$ cat config.mk
export PLATFORM = sky130hd
export DESIGN_NAME = pq_event_gate
export DESIGN_NICKNAME = d
export VERILOG_FILES = /design/src/rtl/pq_gate_pkg.sv /design/src/rtl/pq_state_array.sv /design/src/rtl/pq_pick.sv /design/src/rtl/pq_fifo.sv /design/src/rtl/pq_event_gate.sv
export SDC_FILE = /design/constraint.sdc
export NUM_CORES = 1
export LEC_CHECK = 0
export BUFFER_PORTS_ARGS = -buffer_cell sky130_fd_sc_hd__buf_2
export CAP_MARGIN = 20
export CORE_MARGIN = 10
export CORE_UTILIZATION = 50
export CTS_BUF_LIST = sky130_fd_sc_hd__clkbuf_8
export DETAILED_ROUTE_END_ITERATION = 8
export PLACE_DENSITY_LB_ADDON = 0.2
export SYNTH_ARGS = -nofsm -noshare
export SYNTH_HDL_FRONTEND = slang
export SYNTH_HIERARCHICAL = 1
export SYNTH_SLANG_ARGS = --single-unit
$ cat constraint.sdc
create_clock -name clk -period 3.6 [get_ports clk]
set_input_delay 0.36 -clock clk [delete_from_list [all_inputs] [get_ports clk]]
set_output_delay 0.36 -clock clk [all_outputs]
set_load 0.03 [all_outputs]
$ cat src/rtl/pq_gate_pkg.sv
package pq_gate_pkg;

    typedef enum logic [1:0] {
        PQ_IDLE   = 2'b00,
        PQ_OFF    = 2'b01,
        PQ_PEND   = 2'b10,
        PQ_QUEUED = 2'b11
    } pq_e;

    typedef struct packed {
        logic fwd;
        pq_e  nxt;
    } pq_step_t;

    // Hardware trigger applied to a state
    function automatic pq_step_t pq_trigger(input pq_e s);
        pq_step_t r;
        r.fwd = 1'b0;
        r.nxt = s;
        case (s)
            PQ_IDLE:   begin r.fwd = 1'b1; r.nxt = PQ_PEND; end
            PQ_PEND:   r.nxt = PQ_QUEUED;
            PQ_QUEUED: r.nxt = PQ_QUEUED;
            default:   r.nxt = PQ_OFF;
        endcase
        return r;
    endfunction

    // Register access: store = end-of-interrupt, load may force a state
    function automatic pq_step_t pq_access(input pq_e s, input logic wr,
                                           input logic [2:0] off);
        pq_step_t r;
        r.fwd = 1'b0;
        r.nxt = s;
        if (wr) begin
            case (s)
                PQ_PEND:   r.nxt = PQ_IDLE;
                PQ_QUEUED: begin r.fwd = 1'b1; r.nxt = PQ_PEND; end
                default:   r.nxt = s;
            endcase
        end else if (off[2]) begin
            r.nxt = pq_e'(off[1:0]);
        end
        return r;
    endfunction

endpackage

$ cat src/rtl/pq_state_array.sv
module pq_state_array
    import pq_gate_pkg::*;
#(
    parameter int NUM_SRC = 64,
    parameter int IDX_W   = $clog2(NUM_SRC)
) (
    input  logic               clk,
    input  logic               rst_n,
    input  logic [NUM_SRC-1:0] trig_i,
    input  logic               op_valid_i,
    input  logic               op_write_i,
    input  logic [IDX_W-1:0]   op_idx_i,
    input  logic [2:0]         op_off_i,
    input  logic               clr_valid_i,
    input  logic [IDX_W-1:0]   clr_idx_i,
    output logic [1:0]         rd_data_o,
    output logic [NUM_SRC-1:0] pend_o
);

    typedef struct packed {
        logic [NUM_SRC-1:0][1:0] pq;
        logic [NUM_SRC-1:0]      pend;
    } arr_st_t;

    arr_st_t            st_d, st_q;
    logic [NUM_SRC-1:0] fwd;

    always_comb begin : next_state
        logic     hit;
        logic     clr_hit;
        pq_step_t after_op;
        pq_step_t after_trg;
        st_d = st_q;
        fwd  = '0;
        for (int i = 0; i < NUM_SRC; i++) begin
            hit     = op_valid_i && (op_idx_i == IDX_W'(i));
            clr_hit = clr_valid_i && (clr_idx_i == IDX_W'(i));
            if (hit) begin
                after_op = pq_access(pq_e'(st_q.pq[i]), op_write_i, op_off_i);
            end else begin
                after_op.fwd = 1'b0;
                after_op.nxt = pq_e'(st_q.pq[i]);
            end
            if (trig_i[i]) begin
                after_trg = pq_trigger(after_op.nxt);
            end else begin
                after_trg.fwd = 1'b0;
                after_trg.nxt = after_op.nxt;
            end
            fwd[i]        = after_op.fwd | after_trg.fwd;
            st_d.pq[i]    = after_trg.nxt;
            st_d.pend[i]  = (st_q.pend[i] & ~clr_hit) | fwd[i];
        end
    end

    always_ff @(posedge clk or negedge rst_n) begin
        if (!rst_n) begin
            st_q.pq   <= {NUM_SRC{PQ_OFF}};
            st_q.pend <= '0;
        end else begin
            st_q <= st_d;
        end
    end

    assign rd_data_o = st_q.pq[op_idx_i];
    assign pend_o    = st_q.pend;

    for (genvar g = 0; g < NUM_SRC; g++) begin : g_src_chk
        // a source waits for delivery only after entering a P=1 state
        p_wait_has_p_r2: assert property (@(posedge clk) disable iff (!rst_n)
            $rose(st_q.pend[g]) |-> st_q.pq[g][1]);
        // a masked source ignores a trigger
        p_masked_quiet_r4: assert property (@(posedge clk) disable iff (!rst_n)
            (st_q.pq[g] == 2'b01 && trig_i[g] &&
             !(op_valid_i && op_idx_i == IDX_W'(g)))
            |=> (st_q.pq[g] == 2'b01 && !$rose(st_q.pend[g])));
        // no second forward while an earlier one still waits
        p_no_merge_r9: assert property (@(posedge clk) disable iff (!rst_n)
            (st_q.pend[g] && !(clr_valid_i && clr_idx_i == IDX_W'(g)))
            |-> !fwd[g]);
    end

endmodule

$ cat src/rtl/pq_pick.sv
module pq_pick #(
    parameter int NUM_SRC = 64,
    parameter int IDX_W   = $clog2(NUM_SRC)
) (
    input  logic [NUM_SRC-1:0] req_i,
    output logic               any_o,
    output logic [IDX_W-1:0]   idx_o
);

    always_comb begin
        any_o = |req_i;
        idx_o = '0;
        for (int i = NUM_SRC - 1; i >= 0; i--) begin
            if (req_i[i]) begin
                idx_o = IDX_W'(i);
            end
        end
    end

endmodule

$ cat src/rtl/pq_fifo.sv
module pq_fifo #(
    parameter int DEPTH = 4,
    parameter int WIDTH = 6
) (
    input  logic             clk,
    input  logic             rst_n,
    input  logic             push_i,
    input  logic [WIDTH-1:0] data_i,
    output logic             full_o,
    output logic             valid_o,
    input  logic             ready_i,
    output logic [WIDTH-1:0] data_o
);

    localparam int PTR_W = (DEPTH > 1) ? $clog2(DEPTH) : 1;
    localparam int CNT_W = $clog2(DEPTH + 1);

    typedef struct packed {
        logic [DEPTH-1:0][WIDTH-1:0] mem;
        logic [PTR_W-1:0]            wr;
        logic [PTR_W-1:0]            rd;
        logic [CNT_W-1:0]            cnt;
    } fifo_st_t;

    fifo_st_t st_d, st_q;
    logic     do_pop;

    function automatic logic [PTR_W-1:0] ptr_inc(input logic [PTR_W-1:0] p);
        return (p == PTR_W'(DEPTH - 1)) ? '0 : p + 1'b1;
    endfunction

    always_comb begin
        st_d   = st_q;
        do_pop = (st_q.cnt != '0) && ready_i;
        if (push_i) begin
            st_d.mem[st_q.wr] = data_i;
            st_d.wr           = ptr_inc(st_q.wr);
        end
        if (do_pop) begin
            st_d.rd = ptr_inc(st_q.rd);
        end
        st_d.cnt = st_q.cnt + CNT_W'(push_i) - CNT_W'(do_pop);
    end

    always_ff @(posedge clk or negedge rst_n) begin
        if (!rst_n) begin
            st_q <= '0;
        end else begin
            st_q <= st_d;
        end
    end

    assign full_o  = (st_q.cnt == CNT_W'(DEPTH));
    assign valid_o = (st_q.cnt != '0);
    assign data_o  = st_q.mem[st_q.rd];

    // the queue is never written while full
    p_no_overflow_r9: assert property (@(posedge clk) disable iff (!rst_n)
        push_i |-> !full_o);
    // a stalled head stays put
    p_head_hold_r9: assert property (@(posedge clk) disable iff (!rst_n)
        (valid_o && !ready_i) |=> (valid_o && $stable(data_o)));

endmodule

$ cat src/rtl/pq_event_gate.sv
module pq_event_gate
    import pq_gate_pkg::*;
#(
    parameter int NUM_SRC    = 64,
    parameter int FIFO_DEPTH = 4,
    parameter int IDX_W      = $clog2(NUM_SRC)
) (
    input  logic               clk,
    input  logic               rst_n,
    input  logic [NUM_SRC-1:0] trig_i,
    input  logic               req_valid_i,
    output logic               req_ready_o,
    input  logic               req_write_i,
    input  logic [IDX_W-1:0]   req_src_i,
    input  logic [2:0]         req_off_i,
    output logic               rsp_valid_o,
    output logic [1:0]         rsp_data_o,
    output logic               ntf_valid_o,
    input  logic               ntf_ready_i,
    output logic [IDX_W-1:0]   ntf_src_o
);

    typedef struct packed {
        logic       ready;
        logic       rsp_valid;
        logic [1:0] rsp_data;
    } port_st_t;

    port_st_t           st_d, st_q;
    logic               op_valid;
    logic [1:0]         rd_data;
    logic [NUM_SRC-1:0] pend;
    logic               pick_any;
    logic [IDX_W-1:0]   pick_idx;
    logic               fifo_full;
    logic               push;

    assign op_valid = req_valid_i && st_q.ready;
    assign push     = pick_any && !fifo_full;

    pq_state_array #(.NUM_SRC(NUM_SRC), .IDX_W(IDX_W)) u_array (
        .clk         (clk),
        .rst_n       (rst_n),
        .trig_i      (trig_i),
        .op_valid_i  (op_valid),
        .op_write_i  (req_write_i),
        .op_idx_i    (req_src_i),
        .op_off_i    (req_off_i),
        .clr_valid_i (push),
        .clr_idx_i   (pick_idx),
        .rd_data_o   (rd_data),
        .pend_o      (pend)
    );

    pq_pick #(.NUM_SRC(NUM_SRC), .IDX_W(IDX_W)) u_pick (
        .req_i (pend),
        .any_o (pick_any),
        .idx_o (pick_idx)
    );

    pq_fifo #(.DEPTH(FIFO_DEPTH), .WIDTH(IDX_W)) u_fifo (
        .clk     (clk),
        .rst_n   (rst_n),
        .push_i  (push),
        .data_i  (pick_idx),
        .full_o  (fifo_full),
        .valid_o (ntf_valid_o),
        .ready_i (ntf_ready_i),
        .data_o  (ntf_src_o)
    );

    always_comb begin
        st_d           = st_q;
        st_d.ready     = 1'b1;
        st_d.rsp_valid = op_valid && !req_write_i;
        if (op_valid && !req_write_i) begin
            st_d.rsp_data = rd_data;
        end
    end

    always_ff @(posedge clk or negedge rst_n) begin
        if (!rst_n) begin
            st_q <= '0;
        end else begin
            st_q <= st_d;
        end
    end

    assign req_ready_o = st_q.ready;
    assign rsp_valid_o = st_q.rsp_valid;
    assign rsp_data_o  = st_q.rsp_data;

    // a response follows an accepted load one cycle later
    p_rsp_timing_r5: assert property (@(posedge clk) disable iff (!rst_n)
        rsp_valid_o |-> $past(req_valid_i && req_ready_o && !req_write_i));
    // the picked source really waits and none below it does
    p_pick_lowest_r10: assert property (@(posedge clk) disable iff (!rst_n)
        pick_any |-> (pend[pick_idx] &&
            ((pend & ((NUM_SRC'(1) << pick_idx) - NUM_SRC'(1))) == '0)));

endmodule

# After elaboration in Yosys (flattened, before gate mapping)
# Cells that the tools add are included.
# word_totals
out_inout_bits,11
in_bits,78
regBits,227
# op_classes
eq_ne,385
n_mux,649
n_reduce_logical,267
bitwise_logic,256
magnitude_cmp,4
add_sub_neg,4
# ops
operator,n
$eq 2x2->1 const B,258
$pmux 2 s2,128
$mux 6,66
$eq 6x6->1 const B,64
$mux 3,128
$mux 2,131
$eq 6x5->1 const B,32
$mux 1,192
$logic_and 1x1->1,133
$logic_not 2->1,64
$or 1x1->1,128
$reduce_or 2->1,64
$eq 6x4->1 const B,16
$and 1x1->1,64
$not 1->1,64
$reduce_or 64->1,1
$eq 6x3->1 const B,8
$bwmux 24,1
$eq 6x2->1 const B,4
$bmux 2 s6,1
$bmux 6 s2,1
$demux 6 s2,1
$eq 6x1->1 const B,2
$logic_not 6->1,2
9 further kinds,12

# Longest topological paths before layout
# depth
ltp_word,69
ltp_mapped,12
ltp_nobuf,11

# Cells and area by module
# Netlist, hierarchy kept.
# modules_own_cells
module,area_per_inst_um2,n_inst,cells_per_inst
pq_state_array,14072.2,1,1541
pq_fifo,1468.9,1,94
pq_pick,887.1,1,145
pq_event_gate,171.4,1,11

# Least setup slack after synthesis
# OpenSTA, ideal clock, no wires.
# synth_timing
kind,reg-to-reg
from,reg u_array/pend_o[15] (netlist name)
to,reg u_array/pend_o[32] (netlist name)
setup_slack_ps,416
path_stages_with_launch,11
t_required_ps,3474
arrival_ps,3057
n_path_buf,2
synth_period_minus_slack_ps,3184
setup_time_ps,126
cell_sequence,dfrtp_1 buf_4 or4_4 nor2b_2 nand3_1 nor4_1 nand2_1 or2_2 clkbuf_1 o21a_1 a311o_1

==> impl_results.rst <==
.. list-table::
   :header-rows: 1

   * - Metric
     - Value
   * - Source of the worst register-to-register timing path
     - u_array/pend_o[62]
   * - Maximum number of pins on one net before global-route repair
     - 103
   * - FFs w/ async S/R, synth
     - 100%
   * - Type of the worst setup path
     - reg -> reg
   * - Fraction of layout instances using a drive strength above 1
     - 24.3%
   * - Top FF cell, synth
     - sky130_fd_sc_hd__dfrtp_1
   * - Fill cell total of the finished layout
     - 2835
   * - Share of synthesized area occupied by flip-flops and latches
     - 34.7%
   * - Overall track demand over capacity in global routing
     - 30.7%
   * - Placement Setup Slack
     - 134 ps
   * - Top-area cell type share of the netlist area
     - 24.6%
   * - Outcome
     - complete, no violations
   * - Number of setup buffers added after CTS
     - 0
   * - Clk Tree Root Cell
     - sky130_fd_sc_hd__clkbuf_8
   * - Final hold violation count
     - 0
   * - Sort of element at the end of the critical path
     - register
   * - Routed wire per std cell
     - 28.0 um
   * - Area fraction in and, or, nand and nor cells after synthesis
     - 18.2%
   * - First-pass GRT wire length
     - 97200 um
   * - CTS Buf Count
     - 44
   * - Via count
     - 16300
   * - Netlist area before placement
     - 16600 um2
   * - Fraction of the mapped netlist area in adder cells
     - 0.648%
   * - Maximum operating frequency
     - 0.293 GHz
   * - Final setup slack of the worst path
     - 189 ps
   * - Core area
     - 32600 um2
   * - Crit path required time
     - 4020 ps
   * - Synthesized instance count
     - 1791
   * - Height of the chip
     - 202 um
   * - Total leakage power
     - 7.16 nW
   * - Top cell type by total area after synthesis
     - sky130_fd_sc_hd__dfrtp_1
   * - Detailed-placement wirelength estimate
     - 46400 um
   * - Final Wtd Congestion
     - 1.04
   * - Number of buffers on the longest clock path
     - 3
   * - Detailed Routing Iterations Pass 1
     - 8
   * - Die Footprint
     - 40900 um2
   * - Period utilisation layout
     - 94.7%
   * - Number of flops mapped to enable cells by yosys
     - 0
   * - Path class of the lowest-slack min-delay path
     - in -> reg
   * - Later-pin clock latency in the skew report
     - 620 ps
   * - Count of unresolved DRC violations after routing
     - 0
   * - Max-capacitance violation count
     - 0
   * - Drt total wl
     - 64900 um
   * - Min cycle time layout
     - 3410 ps
   * - Synth Area in XOR/XNOR
     - 0.106%
   * - Final number of max-transition violations
     - 0
   * - Hold Crit Start
     - trig_i[52]
   * - Area growth, synth to finish
     - 13.0%
   * - CP Launch Type
     - register
   * - Number of antenna violations at the first check in global routing
     - 2
   * - Yosys Warn Count
     - 6
   * - Post-Route Skew
     - 26.4 ps
   * - Most area-consuming cells after synthesis
     - sky130_fd_sc_hd__dfrtp_1, sky130_fd_sc_hd__dfstp_2, sky130_fd_sc_hd__mux4_2, sky130_fd_sc_hd__nand2_1, sky130_fd_sc_hd__nand3_1
   * - Overall power of the completed layout
     - 9.64 mW
   * - Fraction of synthesized area in multiplexers
     - 8.53%
   * - Register clock-pin slew on the reported worst setup and hold paths
     - 60 ps
   * - CP max FO
     - 6
   * - Accumulated negative setup slack
     - 0 ps
   * - Placed inst area
     - 17300 um2
   * - Most repeated cell in the gate-level netlist after synthesis
     - sky130_fd_sc_hd__dfrtp_1
   * - Slew margin rel.
     - 26.6%
   * - Iteration-0 DRC count of the detailed router
     - 2191
   * - Commonest cells in the netlist
     - sky130_fd_sc_hd__dfrtp_1, sky130_fd_sc_hd__nand2_1, sky130_fd_sc_hd__nand3_1
   * - Syn Nets
     - 1877
   * - Vias in the first global route
     - 15400
   * - Number of different library cells in the post-synthesis netlist
     - 88
   * - Nets@finish
     - 1929
   * - Worst slack on hold paths
     - 20.6 ps
   * - Average cell area after synthesis
     - 9.27 um2
   * - Final antenna diode count
     - 0
   * - Post-detailed-route count of antenna-violating nets
     - 0
   * - Fraction of the mapped netlist area in compound gates
     - 29.0%
   * - Congestion Overflow GR
     - 0
   * - Worst IR drop on VDD
     - 0.388 mV
   * - Worst Tran Pin Value
     - 1100 ps
   * - H-tree levels
     - 2
   * - Pwr dens
     - 514 nW/um2
   * - Average via count per standard cell
     - 7.02
   * - Die width
     - 202 um
   * - Number of register bits inferred by synthesis
     - 227
   * - Cell area after layout
     - 18800 um2
   * - Critical path data arrival time
     - 3830 ps
   * - Combinational family with the most area after synthesis
     - compound AO/OA/AOI/OAI gates
   * - CTS tree
     - yes
   * - Count of boundary I/O pins
     - 89
   * - Final count of negative-setup-slack endpoints
     - 0
   * - Clock tree sinks
     - 227
   * - Starting utilization of the core area
     - 50.9%
   * - Number of buffers inserted by port buffering
     - 88
   * - Count of standard-cell rows
     - 66
   * - Launch point of the critical path
     - u_array/pend_o[62]
   * - Setup repair after global routing missed its margin
     - no
==> worst max-delay path: stages, from the launching register on <==
cell                       delay [ps]
sky130_fd_sc_hd__dfrtp_1          400
sky130_fd_sc_hd__or4_4            570
sky130_fd_sc_hd__nor4b_4          350
sky130_fd_sc_hd__o21ai_0          170
sky130_fd_sc_hd__nand3_1          110
sky130_fd_sc_hd__a31oi_1          190
sky130_fd_sc_hd__buf_4            230
sky130_fd_sc_hd__nor2b_1          250
sky130_fd_sc_hd__nand2_1          300
sky130_fd_sc_hd__o21ai_1          370
sky130_fd_sc_hd__o211ai_1         280
==> repair_timing <==
item | in CTS | in global routing
endpoints found under the setup margin | 0 | 2
resized for setup | 0 | 2
hold buffers | 48 | 0
hold endpoints to repair | 128 | 0
==> layer usage <==
metal  wire (um)  up-vias  global-route usage, %
li1            -     7010                      -
met1       25500     7972                   39.5
met2       28700     1114                   46.7
met3        7220      197                   7.95
met4        3410        4                   15.7
met5          27        -                      0
==> sequential cells by signal, indices dropped and copies added, names as in the netlist <==
register and cells:
u_array/pend_o 64, rsp_valid_o 1, u_fifo/st_q 31, rsp_data_o 2, req_ready_o 1, u_array/st_q 128
==> placed cells by master, fill, tap and decap left out, types with 16 or more instances in the layout <==
| cell | instances |
|---|---|
| sky130_fd_sc_hd__a21bo_2 | 27 |
| sky130_fd_sc_hd__inv_1 | 92 |
| sky130_fd_sc_hd__a22oi_1 | 30 |
| sky130_fd_sc_hd__a31o_2 | 26 |
| sky130_fd_sc_hd__o31ai_1 | 52 |
| sky130_fd_sc_hd__buf_4 | 73 |
| sky130_fd_sc_hd__a311o_1 | 26 |
| sky130_fd_sc_hd__o211ai_1 | 58 |
| sky130_fd_sc_hd__clkbuf_8 | 62 |
| sky130_fd_sc_hd__nand2b_1 | 41 |
| sky130_fd_sc_hd__mux2i_1 | 20 |
| sky130_fd_sc_hd__nand2_1 | 152 |
| sky130_fd_sc_hd__dfstp_2 | 64 |
| sky130_fd_sc_hd__buf_2 | 86 |
| sky130_fd_sc_hd__a2bb2oi_1 | 39 |
| sky130_fd_sc_hd__mux4_2 | 28 |
| sky130_fd_sc_hd__a21oi_1 | 24 |
| sky130_fd_sc_hd__nor4_1 | 16 |
| sky130_fd_sc_hd__a21o_1 | 27 |
| sky130_fd_sc_hd__nor3_1 | 17 |
| sky130_fd_sc_hd__nand4_1 | 28 |
| sky130_fd_sc_hd__o21a_1 | 26 |
| sky130_fd_sc_hd__o21ai_0 | 107 |
| sky130_fd_sc_hd__a32oi_1 | 24 |
| sky130_fd_sc_hd__dlygate4sd3_1 | 48 |
| sky130_fd_sc_hd__and4_1 | 23 |
| sky130_fd_sc_hd__nor2_1 | 28 |
| sky130_fd_sc_hd__nand3_1 | 113 |
| sky130_fd_sc_hd__o221ai_1 | 33 |
| sky130_fd_sc_hd__mux2_2 | 26 |
| sky130_fd_sc_hd__dfrtp_1 | 163 |
| sky130_fd_sc_hd__nor2b_1 | 40 |
| sky130_fd_sc_hd__a31oi_1 | 74 |
==> power breakdown <==
group          total, mW  leakage [nW]  internal, mW  switching (mW)
clock network       2.81         0.552          1.59            1.22
registers           3.23          2.34          2.89           0.340
logic               3.60          4.27          1.32            2.28
==> cell type report <==
cell class	count	area [um2]	share of cell area, %
multi-input cells	1274	9500	50.6
flip-flops and latches	227	5760	30.7
repair buffers	219	1690	9.03
clock buffers	62	853	4.55
well taps	442	553	2.95
inverters	77	289	1.54
clock inverters	19	105	0.560
==> cell families (layout without fill, tap and decap cells) <==
group,count (synthesis),after routing
AOI/OAI and AO/OA,645,645
and+or+nand+nor,532,532
buffers and inverters,290,377
DFF,227,227
muxes,86,86
adders and majority gates,8,8
xor gates and xnor gates,2,2
other,1,1
==> stage by stage <==
stage	std cells	util, %
floorplan	1791	-
global placement	2190	53.0
detailed placement	2190	53.0
CTS	2319	57.4
global route	2320	57.5
finish	2320	57.5
==> worst paths after layout <==
| path | to | slack (ps) | cells after the start |
|---|---|---|---|
| max | u_array/pend_o[21] | 190 | 10 |
| min | u_array/st_q[168] | 20 | 3 |
| max reg2reg | u_array/pend_o[21] | 190 | 10 |
| min reg2reg | u_fifo/st_q[13] | 490 | 1 |
| max in group asynchronous | u_array/st_q[190] | 2350 | 3 |
| min in group asynchronous | u_fifo/st_q[25] | 350 | 2 |
(Power assumes the default switching activity.)
